`config.mk`:
```
export PLATFORM = sky130hd
export DESIGN_NAME = hdlc_addr_filter
export DESIGN_NICKNAME = d
export VERILOG_FILES = /design/src/rtl/hdlc_af_pkg.sv /design/src/rtl/hdlc_af_cmp.sv /design/src/rtl/hdlc_af_match.sv /design/src/rtl/hdlc_af_ctrl.sv /design/src/rtl/hdlc_af_emit.sv /design/src/rtl/hdlc_addr_filter.sv
export SDC_FILE = /design/constraint.sdc
export NUM_CORES = 1
export LEC_CHECK = 0
export CORE_MARGIN = 4
export CORE_UTILIZATION = 25
export CTS_BUF_LIST = sky130_fd_sc_hd__clkbuf_4
export DETAILED_ROUTE_END_ITERATION = 16
export GPL_TIMING_DRIVEN = 0
export HOLD_SLACK_MARGIN = 0.02
export PLACE_DENSITY_LB_ADDON = 0.05
export SLEW_MARGIN = 10
export SYNTH_ARGS = -nofsm -noshare
export SYNTH_HDL_FRONTEND = slang
export SYNTH_SLANG_ARGS = --single-unit
```
`constraint.sdc`:
```
create_clock -name clk -period 1 [get_ports clk]
set_input_delay 0.3 -clock clk [delete_from_list [all_inputs] [get_ports clk]]
set_output_delay 0.3 -clock clk [all_outputs]
set_load 0.01 [all_outputs]
```
`src/rtl/hdlc_af_pkg.sv`:
```
package hdlc_af_pkg;

  // Frame tracking states of the filter controller
  typedef enum logic [1:0] {
    ST_IDLE = 2'd0,   // waiting for a start of frame
    ST_ADDR = 2'd1,   // first address byte held, second expected
    ST_PASS = 2'd2,   // frame accepted, bytes forwarded
    ST_DROP = 2'd3    // frame rejected, bytes discarded
  } af_state_e;

endpackage

```
`src/rtl/hdlc_af_cmp.sv`:
```
module hdlc_af_cmp #(
  parameter int ADDR_W = 16
) (
  input  logic [ADDR_W-1:0] rx_addr,
  input  logic [ADDR_W-1:0] ref_addr,
  input  logic [ADDR_W-1:0] cmp_mask,
  output logic              hit
);

  logic [ADDR_W-1:0] diff;

  always_comb begin
    diff = (rx_addr ^ ref_addr) & cmp_mask;
    hit  = ~|diff;
  end

endmodule

```
`src/rtl/hdlc_af_match.sv`:
```
module hdlc_af_match #(
  parameter int ADDR_W   = 16,
  parameter int NUM_ADDR = 4
) (
  input  logic [ADDR_W-1:0]          rx_addr,
  input  logic [NUM_ADDR*ADDR_W-1:0] addr_tbl,
  input  logic [ADDR_W-1:0]          addr_mask,
  output logic [NUM_ADDR-1:0]        hit_vec,
  output logic                       any_hit
);

  for (genvar g = 0; g < NUM_ADDR; g++) begin : g_cmp
    hdlc_af_cmp #(
      .ADDR_W(ADDR_W)
    ) u_cmp (
      .rx_addr (rx_addr),
      .ref_addr(addr_tbl[g*ADDR_W +: ADDR_W]),
      .cmp_mask(addr_mask),
      .hit     (hit_vec[g])
    );
  end

  always_comb begin
    any_hit = |hit_vec;
  end

endmodule

```
`src/rtl/hdlc_af_ctrl.sv`:
```
module hdlc_af_ctrl
  import hdlc_af_pkg::*;
#(
  parameter int DATA_W   = 8,
  parameter int NUM_ADDR = 4
) (
  input  logic                           clk,
  input  logic                           rst_n,
  input  logic                           in_valid,
  input  logic [DATA_W-1:0]              in_data,
  input  logic                           in_sof,
  input  logic                           in_eof,
  input  logic [NUM_ADDR*2*DATA_W-1:0]   addr_tbl,
  input  logic [2*DATA_W-1:0]            addr_mask,
  output logic [DATA_W-1:0]              hold_data,
  output logic                           first_go,
  output logic                           pass_go,
  output logic                           kill,
  output logic                           dec_valid,
  output logic                           dec_hit
);

  localparam int ADDR_W = 2 * DATA_W;

  af_state_e         st_q, st_n;
  logic [DATA_W-1:0] hold_q;
  logic              hold_en;
  logic              dec_v_q, dec_v_n;
  logic              dec_h_q, dec_h_n;
  logic [ADDR_W-1:0] rx_addr;
  logic [NUM_ADDR-1:0] hit_vec;
  logic              match_hit;
  logic              bcast_armed;

  // second byte forms the upper half of the address
  always_comb begin
    rx_addr = {in_data, hold_q};
  end

  hdlc_af_match #(
    .ADDR_W  (ADDR_W),
    .NUM_ADDR(NUM_ADDR)
  ) u_match (
    .rx_addr  (rx_addr),
    .addr_tbl (addr_tbl),
    .addr_mask(addr_mask),
    .hit_vec  (hit_vec),
    .any_hit  (match_hit)
  );

  // next-state process
  always_comb begin
    st_n     = st_q;
    hold_en  = 1'b0;
    dec_v_n  = 1'b0;
    dec_h_n  = 1'b0;
    first_go = 1'b0;
    pass_go  = 1'b0;
    kill     = 1'b0;
    if (in_valid && in_sof) begin
      kill    = 1'b1;
      hold_en = 1'b1;
      if (in_eof) begin
        st_n    = ST_IDLE;
        dec_v_n = 1'b1;
      end else begin
        st_n = ST_ADDR;
      end
    end else if (in_valid) begin
      unique case (st_q)
        ST_ADDR: begin
          dec_v_n  = 1'b1;
          dec_h_n  = match_hit;
          first_go = match_hit;
          if (in_eof)         st_n = ST_IDLE;
          else if (match_hit) st_n = ST_PASS;
          else                st_n = ST_DROP;
        end
        ST_PASS: begin
          pass_go = 1'b1;
          if (in_eof) st_n = ST_IDLE;
        end
        ST_DROP: begin
          if (in_eof) st_n = ST_IDLE;
        end
        default: begin
          st_n = ST_IDLE;
        end
      endcase
    end
  end

  // register process
  always_ff @(posedge clk or negedge rst_n) begin
    if (!rst_n) begin
      st_q    <= ST_IDLE;
      dec_v_q <= 1'b0;
      dec_h_q <= 1'b0;
    end else begin
      st_q    <= st_n;
      dec_v_q <= dec_v_n;
      dec_h_q <= dec_h_n;
    end
  end

  always_ff @(posedge clk or negedge rst_n) begin
    if (!rst_n) begin
      hold_q <= '0;
    end else if (hold_en) begin
      hold_q <= in_data;
    end
  end

  always_comb begin
    hold_data = hold_q;
    dec_valid = dec_v_q;
    dec_hit   = dec_h_q;
  end

  always_comb begin
    bcast_armed = 1'b0;
    for (int i = 0; i < NUM_ADDR; i++) begin
      bcast_armed = bcast_armed | (&addr_tbl[i*ADDR_W +: ADDR_W]);
    end
  end

  // stray bytes while idle never lead to a decision
  p_idle_ignore_r1: assert property (@(posedge clk) disable iff (!rst_n)
    (st_q == ST_IDLE && in_valid && !in_sof) |=> !dec_valid);

  // an all-zero mask accepts any address
  p_mask_open_r3: assert property (@(posedge clk) disable iff (!rst_n)
    (st_q == ST_ADDR && in_valid && !in_sof && addr_mask == '0) |-> match_hit);

  // all-ones address always accepted when a register holds all ones
  p_bcast_r5: assert property (@(posedge clk) disable iff (!rst_n)
    (st_q == ST_ADDR && in_valid && !in_sof && rx_addr == '1 && bcast_armed)
      |-> match_hit);

  // one-byte frame yields a miss decision next cycle
  p_short_drop_r8: assert property (@(posedge clk) disable iff (!rst_n)
    (in_valid && in_sof && in_eof) |=> (dec_valid && !dec_hit));

endmodule

```
`src/rtl/hdlc_af_emit.sv`:
```
module hdlc_af_emit #(
  parameter int DATA_W = 8
) (
  input  logic              clk,
  input  logic              rst_n,
  input  logic [DATA_W-1:0] in_data,
  input  logic              in_eof,
  input  logic [DATA_W-1:0] hold_data,
  input  logic              first_go,
  input  logic              pass_go,
  input  logic              kill,
  output logic              out_valid,
  output logic [DATA_W-1:0] out_data,
  output logic              out_sof,
  output logic              out_eof
);

  logic              pend_v_q, pend_v_n;
  logic [DATA_W-1:0] pend_d_q;
  logic              pend_e_q;
  logic              pend_ld;
  logic              flush;
  logic              ov_q, ov_n;
  logic [DATA_W-1:0] od_q, od_n;
  logic              os_q, os_n;
  logic              oe_q, oe_n;

  // next-state process
  always_comb begin
    flush    = pend_v_q & pend_e_q;
    pend_ld  = first_go | pass_go;
    ov_n     = 1'b0;
    od_n     = od_q;
    os_n     = 1'b0;
    oe_n     = 1'b0;
    if (flush) begin
      ov_n = 1'b1;
      od_n = pend_d_q;
      oe_n = 1'b1;
    end else if (first_go) begin
      ov_n = 1'b1;
      od_n = hold_data;
      os_n = 1'b1;
    end else if (pass_go) begin
      ov_n = 1'b1;
      od_n = pend_d_q;
    end
    pend_v_n = pend_v_q;
    if (pend_ld)            pend_v_n = 1'b1;
    else if (flush || kill) pend_v_n = 1'b0;
  end

  // register processes
  always_ff @(posedge clk or negedge rst_n) begin
    if (!rst_n) begin
      pend_v_q <= 1'b0;
      ov_q     <= 1'b0;
      os_q     <= 1'b0;
      oe_q     <= 1'b0;
    end else begin
      pend_v_q <= pend_v_n;
      ov_q     <= ov_n;
      os_q     <= os_n;
      oe_q     <= oe_n;
    end
  end

  always_ff @(posedge clk or negedge rst_n) begin
    if (!rst_n) begin
      pend_d_q <= '0;
      pend_e_q <= 1'b0;
    end else if (pend_ld) begin
      pend_d_q <= in_data;
      pend_e_q <= in_eof;
    end
  end

  always_ff @(posedge clk or negedge rst_n) begin
    if (!rst_n) begin
      od_q <= '0;
    end else if (ov_n) begin
      od_q <= od_n;
    end
  end

  always_comb begin
    out_valid = ov_q;
    out_data  = od_q;
    out_sof   = os_q;
    out_eof   = oe_q;
  end

  // forwarding a byte always finds a buffered predecessor
  p_pass_pend_r9: assert property (@(posedge clk) disable iff (!rst_n)
    pass_go |-> pend_v_q);

  // a buffered last byte leaves in the next cycle
  p_eof_flush_r9: assert property (@(posedge clk) disable iff (!rst_n)
    (pend_v_q && pend_e_q) |=> (out_valid && out_eof));

  // flushing the old frame never collides with a new frame's output
  p_no_collide_r10: assert property (@(posedge clk) disable iff (!rst_n)
    (pend_v_q && pend_e_q) |-> !(first_go || pass_go));

endmodule

```
`src/rtl/hdlc_addr_filter.sv`:
```
module hdlc_addr_filter #(
  parameter int DATA_W   = 8,
  parameter int NUM_ADDR = 4
) (
  input  logic                         clk,
  input  logic                         rst_n,
  input  logic                         in_valid,
  input  logic [DATA_W-1:0]            in_data,
  input  logic                         in_sof,
  input  logic                         in_eof,
  input  logic [NUM_ADDR*2*DATA_W-1:0] addr_tbl,
  input  logic [2*DATA_W-1:0]          addr_mask,
  output logic                         out_valid,
  output logic [DATA_W-1:0]            out_data,
  output logic                         out_sof,
  output logic                         out_eof,
  output logic                         dec_valid,
  output logic                         dec_hit
);

  logic              rst_meta_q;
  logic              rst_sync_q;
  logic [DATA_W-1:0] hold_data;
  logic              first_go;
  logic              pass_go;
  logic              kill;

  // asynchronous assertion, synchronous release
  always_ff @(posedge clk or negedge rst_n) begin
    if (!rst_n) begin
      rst_meta_q <= 1'b0;
      rst_sync_q <= 1'b0;
    end else begin
      rst_meta_q <= 1'b1;
      rst_sync_q <= rst_meta_q;
    end
  end

  hdlc_af_ctrl #(
    .DATA_W  (DATA_W),
    .NUM_ADDR(NUM_ADDR)
  ) u_ctrl (
    .clk      (clk),
    .rst_n    (rst_sync_q),
    .in_valid (in_valid),
    .in_data  (in_data),
    .in_sof   (in_sof),
    .in_eof   (in_eof),
    .addr_tbl (addr_tbl),
    .addr_mask(addr_mask),
    .hold_data(hold_data),
    .first_go (first_go),
    .pass_go  (pass_go),
    .kill     (kill),
    .dec_valid(dec_valid),
    .dec_hit  (dec_hit)
  );

  hdlc_af_emit #(
    .DATA_W(DATA_W)
  ) u_emit (
    .clk      (clk),
    .rst_n    (rst_sync_q),
    .in_data  (in_data),
    .in_eof   (in_eof),
    .hold_data(hold_data),
    .first_go (first_go),
    .pass_go  (pass_go),
    .kill     (kill),
    .out_valid(out_valid),
    .out_data (out_data),
    .out_sof  (out_sof),
    .out_eof  (out_eof)
  );

  // a frame start leaves only together with a positive decision
  p_sof_with_hit_r6: assert property (@(posedge clk) disable iff (!rst_sync_q)
    (out_valid && out_sof) |-> (dec_valid && dec_hit));

  // a negative decision never coincides with a frame start
  p_miss_silent_r7: assert property (@(posedge clk) disable iff (!rst_sync_q)
    (dec_valid && !dec_hit) |-> !(out_valid && out_sof));

endmodule

```
==> results by group <==
Global route
  – Vias in the first global route: 2,602
  – Initial antenna violation count: 0
  – GR Util All Layers: 14.8%
  – Largest net degree at the start of global routing: 34
  – GRT Residual Overflow: 0
  – First-pass GRT wire length: 14,500 um

Die
  – Full die area: 0.0123 sq mm
  – Initial core utilization: 25.7%
  – Core Region: 0.0103 sq mm
  – Chip Width: 111 um
  – # rows: 37
  – Die height: 111 um
  – Io pins: 106

STA
  – Post-route clock period utilization: 196%
  – Final setup fails: 36
  – Final Hold Vio Count: 0
  – Max frequency: 510 MHz
  – Final min period: 1.96 ns
  – Final worst setup slack: -0.960 ns
  – Setup Skew: 0.0177 ns
  – Hold Slack: 0.110 ns
  – Unrepaired setup endpoints after global routing: yes
  – Final Max Tran Viols: 0

Power and ir drop
  – Max rail drop VDD: 0.417 mV
  – Static Leakage: 1.83 nW
  – Cell Pwr Density: 1320 mW/mm^2

Logic synthesis
  – Post-synthesis net count: 360
  – Seq cells post-synth: 35
  – Mean Syn Cell Area: 9.95 sq um
  – Post-Syn Area: 0.00266 sq mm
  – Netlist cell types: 33
  – Ys Warns: 0
  – Cells after synthesis: 267
  – Sequential element share of the synthesized area: 33.0%

Placed design
  – IO Port Bufs: 97
  – Cells after DPL: 500
  – Dpl hpwl: 7160 um
  – GPL Wtd Cong: 0.773

Finish
  – Final Non-Filler Cells: 533
  – Synthesis-to-layout area growth: 56.4%
  – Share of layout cells above drive strength 1: 25.7%
  – ANT cells: 0
  – Layout fillers: 1,072
  – Nets: 489

Route
  – First-pass detailed-route iteration total: 4
  – Drc violations: 0
  – Detail Route Antenna Nets: 0
  – DR vias/cell: 4.59
  – Total wire length: 9280 um
  – Routed via count: 2,446
  – Routed len/inst: 17.4 um
  – Starting DRT DRC Count: 97

Critical path
  – WS Path Type: reg2reg
  – Critical Path Fanout Max: 7
  – CP arrival: 2.22 ns
  – Worst setup EP type: register
  – Crit path launch type: register
  – R2R setup slack: -0.96 ns
  – CP required: 1.26 ns

Clock tree
  – Deepest level of the CTS H-tree: 2
  – CTS Root Cell: clkbuf_4
  – Clock tree buffer depth: 2
  – CTS tree: done
  – Worst-path clk slew: 0.13 ns
  – Clk sinks: 35
  – TritonCTS Buffers: 5
  – Latest clock arrival within the worst-skew pair: 0.34 ns

Run status
  – Failing checks: negative setup slack
  – Status: finished with violations

Flow run
  – Max cap viols: 0

Hold path
  – Worst Hold Class: in2async
## cells in the final DEF, fill, tap and decap left out, types with 5 or more instances in the layout
master and instances:
clkbuf_4 5, buf_4 28, mux2_2 7, o211ai_2 9, clkdlybuf4s50_1 82, nand2_1 20
a22oi_2 5, o21ai_0 9, mux2i_1 15, buf_6 14, buf_2 14, o22ai_1 9
nor3b_1 8, a22oi_1 27, xor2_1 63, dfrtp_1 34, nand4_1 8
## worst max-delay path: stages, from the launching register on
cell and delay [ns]:
dfrtp_1 0.39, buf_6 0.13, xor2_1 0.13, a22oi_1 0.23
nand4_1 0.16, o22ai_2 0.28, o21ai_4 0.12, clkinv_4 0.13
buf_6 0.11, mux2i_2 0.19
## metal layers
metal  track usage (%)  routed length [um]  vias up
met4              2.76                  73        0
met5                 0                   0        -
met2              26.2                4780       53
li1                  -                   -     1216
met1              18.9                4070     1173
met3              2.78                 354        4
## kinds of logic after synthesis
family                 Yosys count  share of synthesized area, %
AND/OR/NAND/NOR                 50                          9.94
XOR/XNOR                        64                          21.1
other                            1                         0.141
multiplexers                    24                          9.42
AO/OA/AOI/OAI                   67                          19.6
buffers and inverters           26                          6.78
flip-flops                      35                          33.0
## worst paths after layout
path                                      from                 end  cells after the start
setup / recovery           u_ctrl.hold_data[3]  u_emit.out_data[3]                      9
hold / removal                           rst_n          rst_sync_q                      1
setup reg to reg           u_ctrl.hold_data[3]  u_emit.out_data[3]                      9
hold reg to reg                     rst_sync_q     u_emit.pend_e_q                      0
max in group asynchronous           rst_sync_q  u_emit.pend_d_q[1]                      0
min in group clk                    in_data[2]  u_emit.pend_d_q[2]                      3
## where the power goes
part	switching (mW)	total (mW)	internal, mW	leakage [nW]
clock	0.517	0.776	0.258	0.0263
combinational	1.11	2.64	1.53	1.36
sequential	0.275	2.08	1.81	0.438
total	1.90	5.50	3.59	1.83
## state kept, by name, summed over array words and instances, names as in the netlist
register          flops
rst_meta_q            1
rst_sync_q            1
u_ctrl.dec_hit        1
u_ctrl.dec_valid      1
u_ctrl.hold_data      8
u_ctrl.st_q           2
u_emit.out_data       8
u_emit.out_eof        1
u_emit.out_sof        1
u_emit.out_valid      1
u_emit.pend_d_q       8
u_emit.pend_e_q       1
u_emit.pend_v_q       1
## final cells by class
| class | instances | area [sq um] | share of cell area, % |
|---|---|---|---|
| buffer | 22 | 216 | 5.21 |
| clock inverter | 3 | 15.0 | 0.361 |
| clock buffer | 5 | 37.5 | 0.903 |
| sequential | 35 | 880 | 21.2 |
| timing repair buffer | 122 | 1140 | 27.5 |
| tap | 136 | 170 | 4.10 |
| multi-input combinational | 207 | 1680 | 40.4 |
| inverter | 3 | 16.3 | 0.391 |
## stage by stage
| step | total power [mW] | cell area (sq um) | util, % | TNS [ns] | worst slack, ns |
|---|---|---|---|---|---|
| floorplan | 3.48 | 2710 | - | -13.03 | -0.676 |
| global placement | 4.51 | 3850 | 37.3 | -34.07 | -1.31 |
| detailed placement | 4.53 | 3850 | 37.3 | -34.49 | -1.34 |
| CTS | 5.36 | 4020 | 38.9 | -23.75 | -1.01 |
| global route | 5.92 | 4160 | 40.2 | -24.74 | -1.07 |
| finish | 5.50 | 4160 | 40.2 | -21.86 | -0.960 |
## cells in the mapped netlist, drive strengths merged
library cell,n,area (sq um)
o21a,1,7.51
o21ai,10,53.8
inv,3,16.3
mux2,8,90.1
mux2i,16,160
o211ai,9,113
clkbuf,2,7.51
o22ai,11,81.3
conb,1,3.75
and3,1,6.26
buf,21,156
nor3b,8,60.1
o21bai,1,7.51
dfrtp,35,876
nor3,2,10.0
nand3b,1,7.51
nor2,4,22.5
nand4,8,50.1
a22oi,32,240
and2,1,6.26
nand2,21,78.8
nand3,2,10.0
a31o,1,8.76
nor2b,2,12.5
xor2,64,561
a21oi,2,10.0
## timing repair
action	4_1_cts	5_1_grt
pin swaps	5	10
setup endpoints to repair	45	44
resized for setup	62	23
gates cloned	2	0
setup buffers	16	9
hold buffers	0	0
Note: power is estimated with default switching activity, not from simulation.
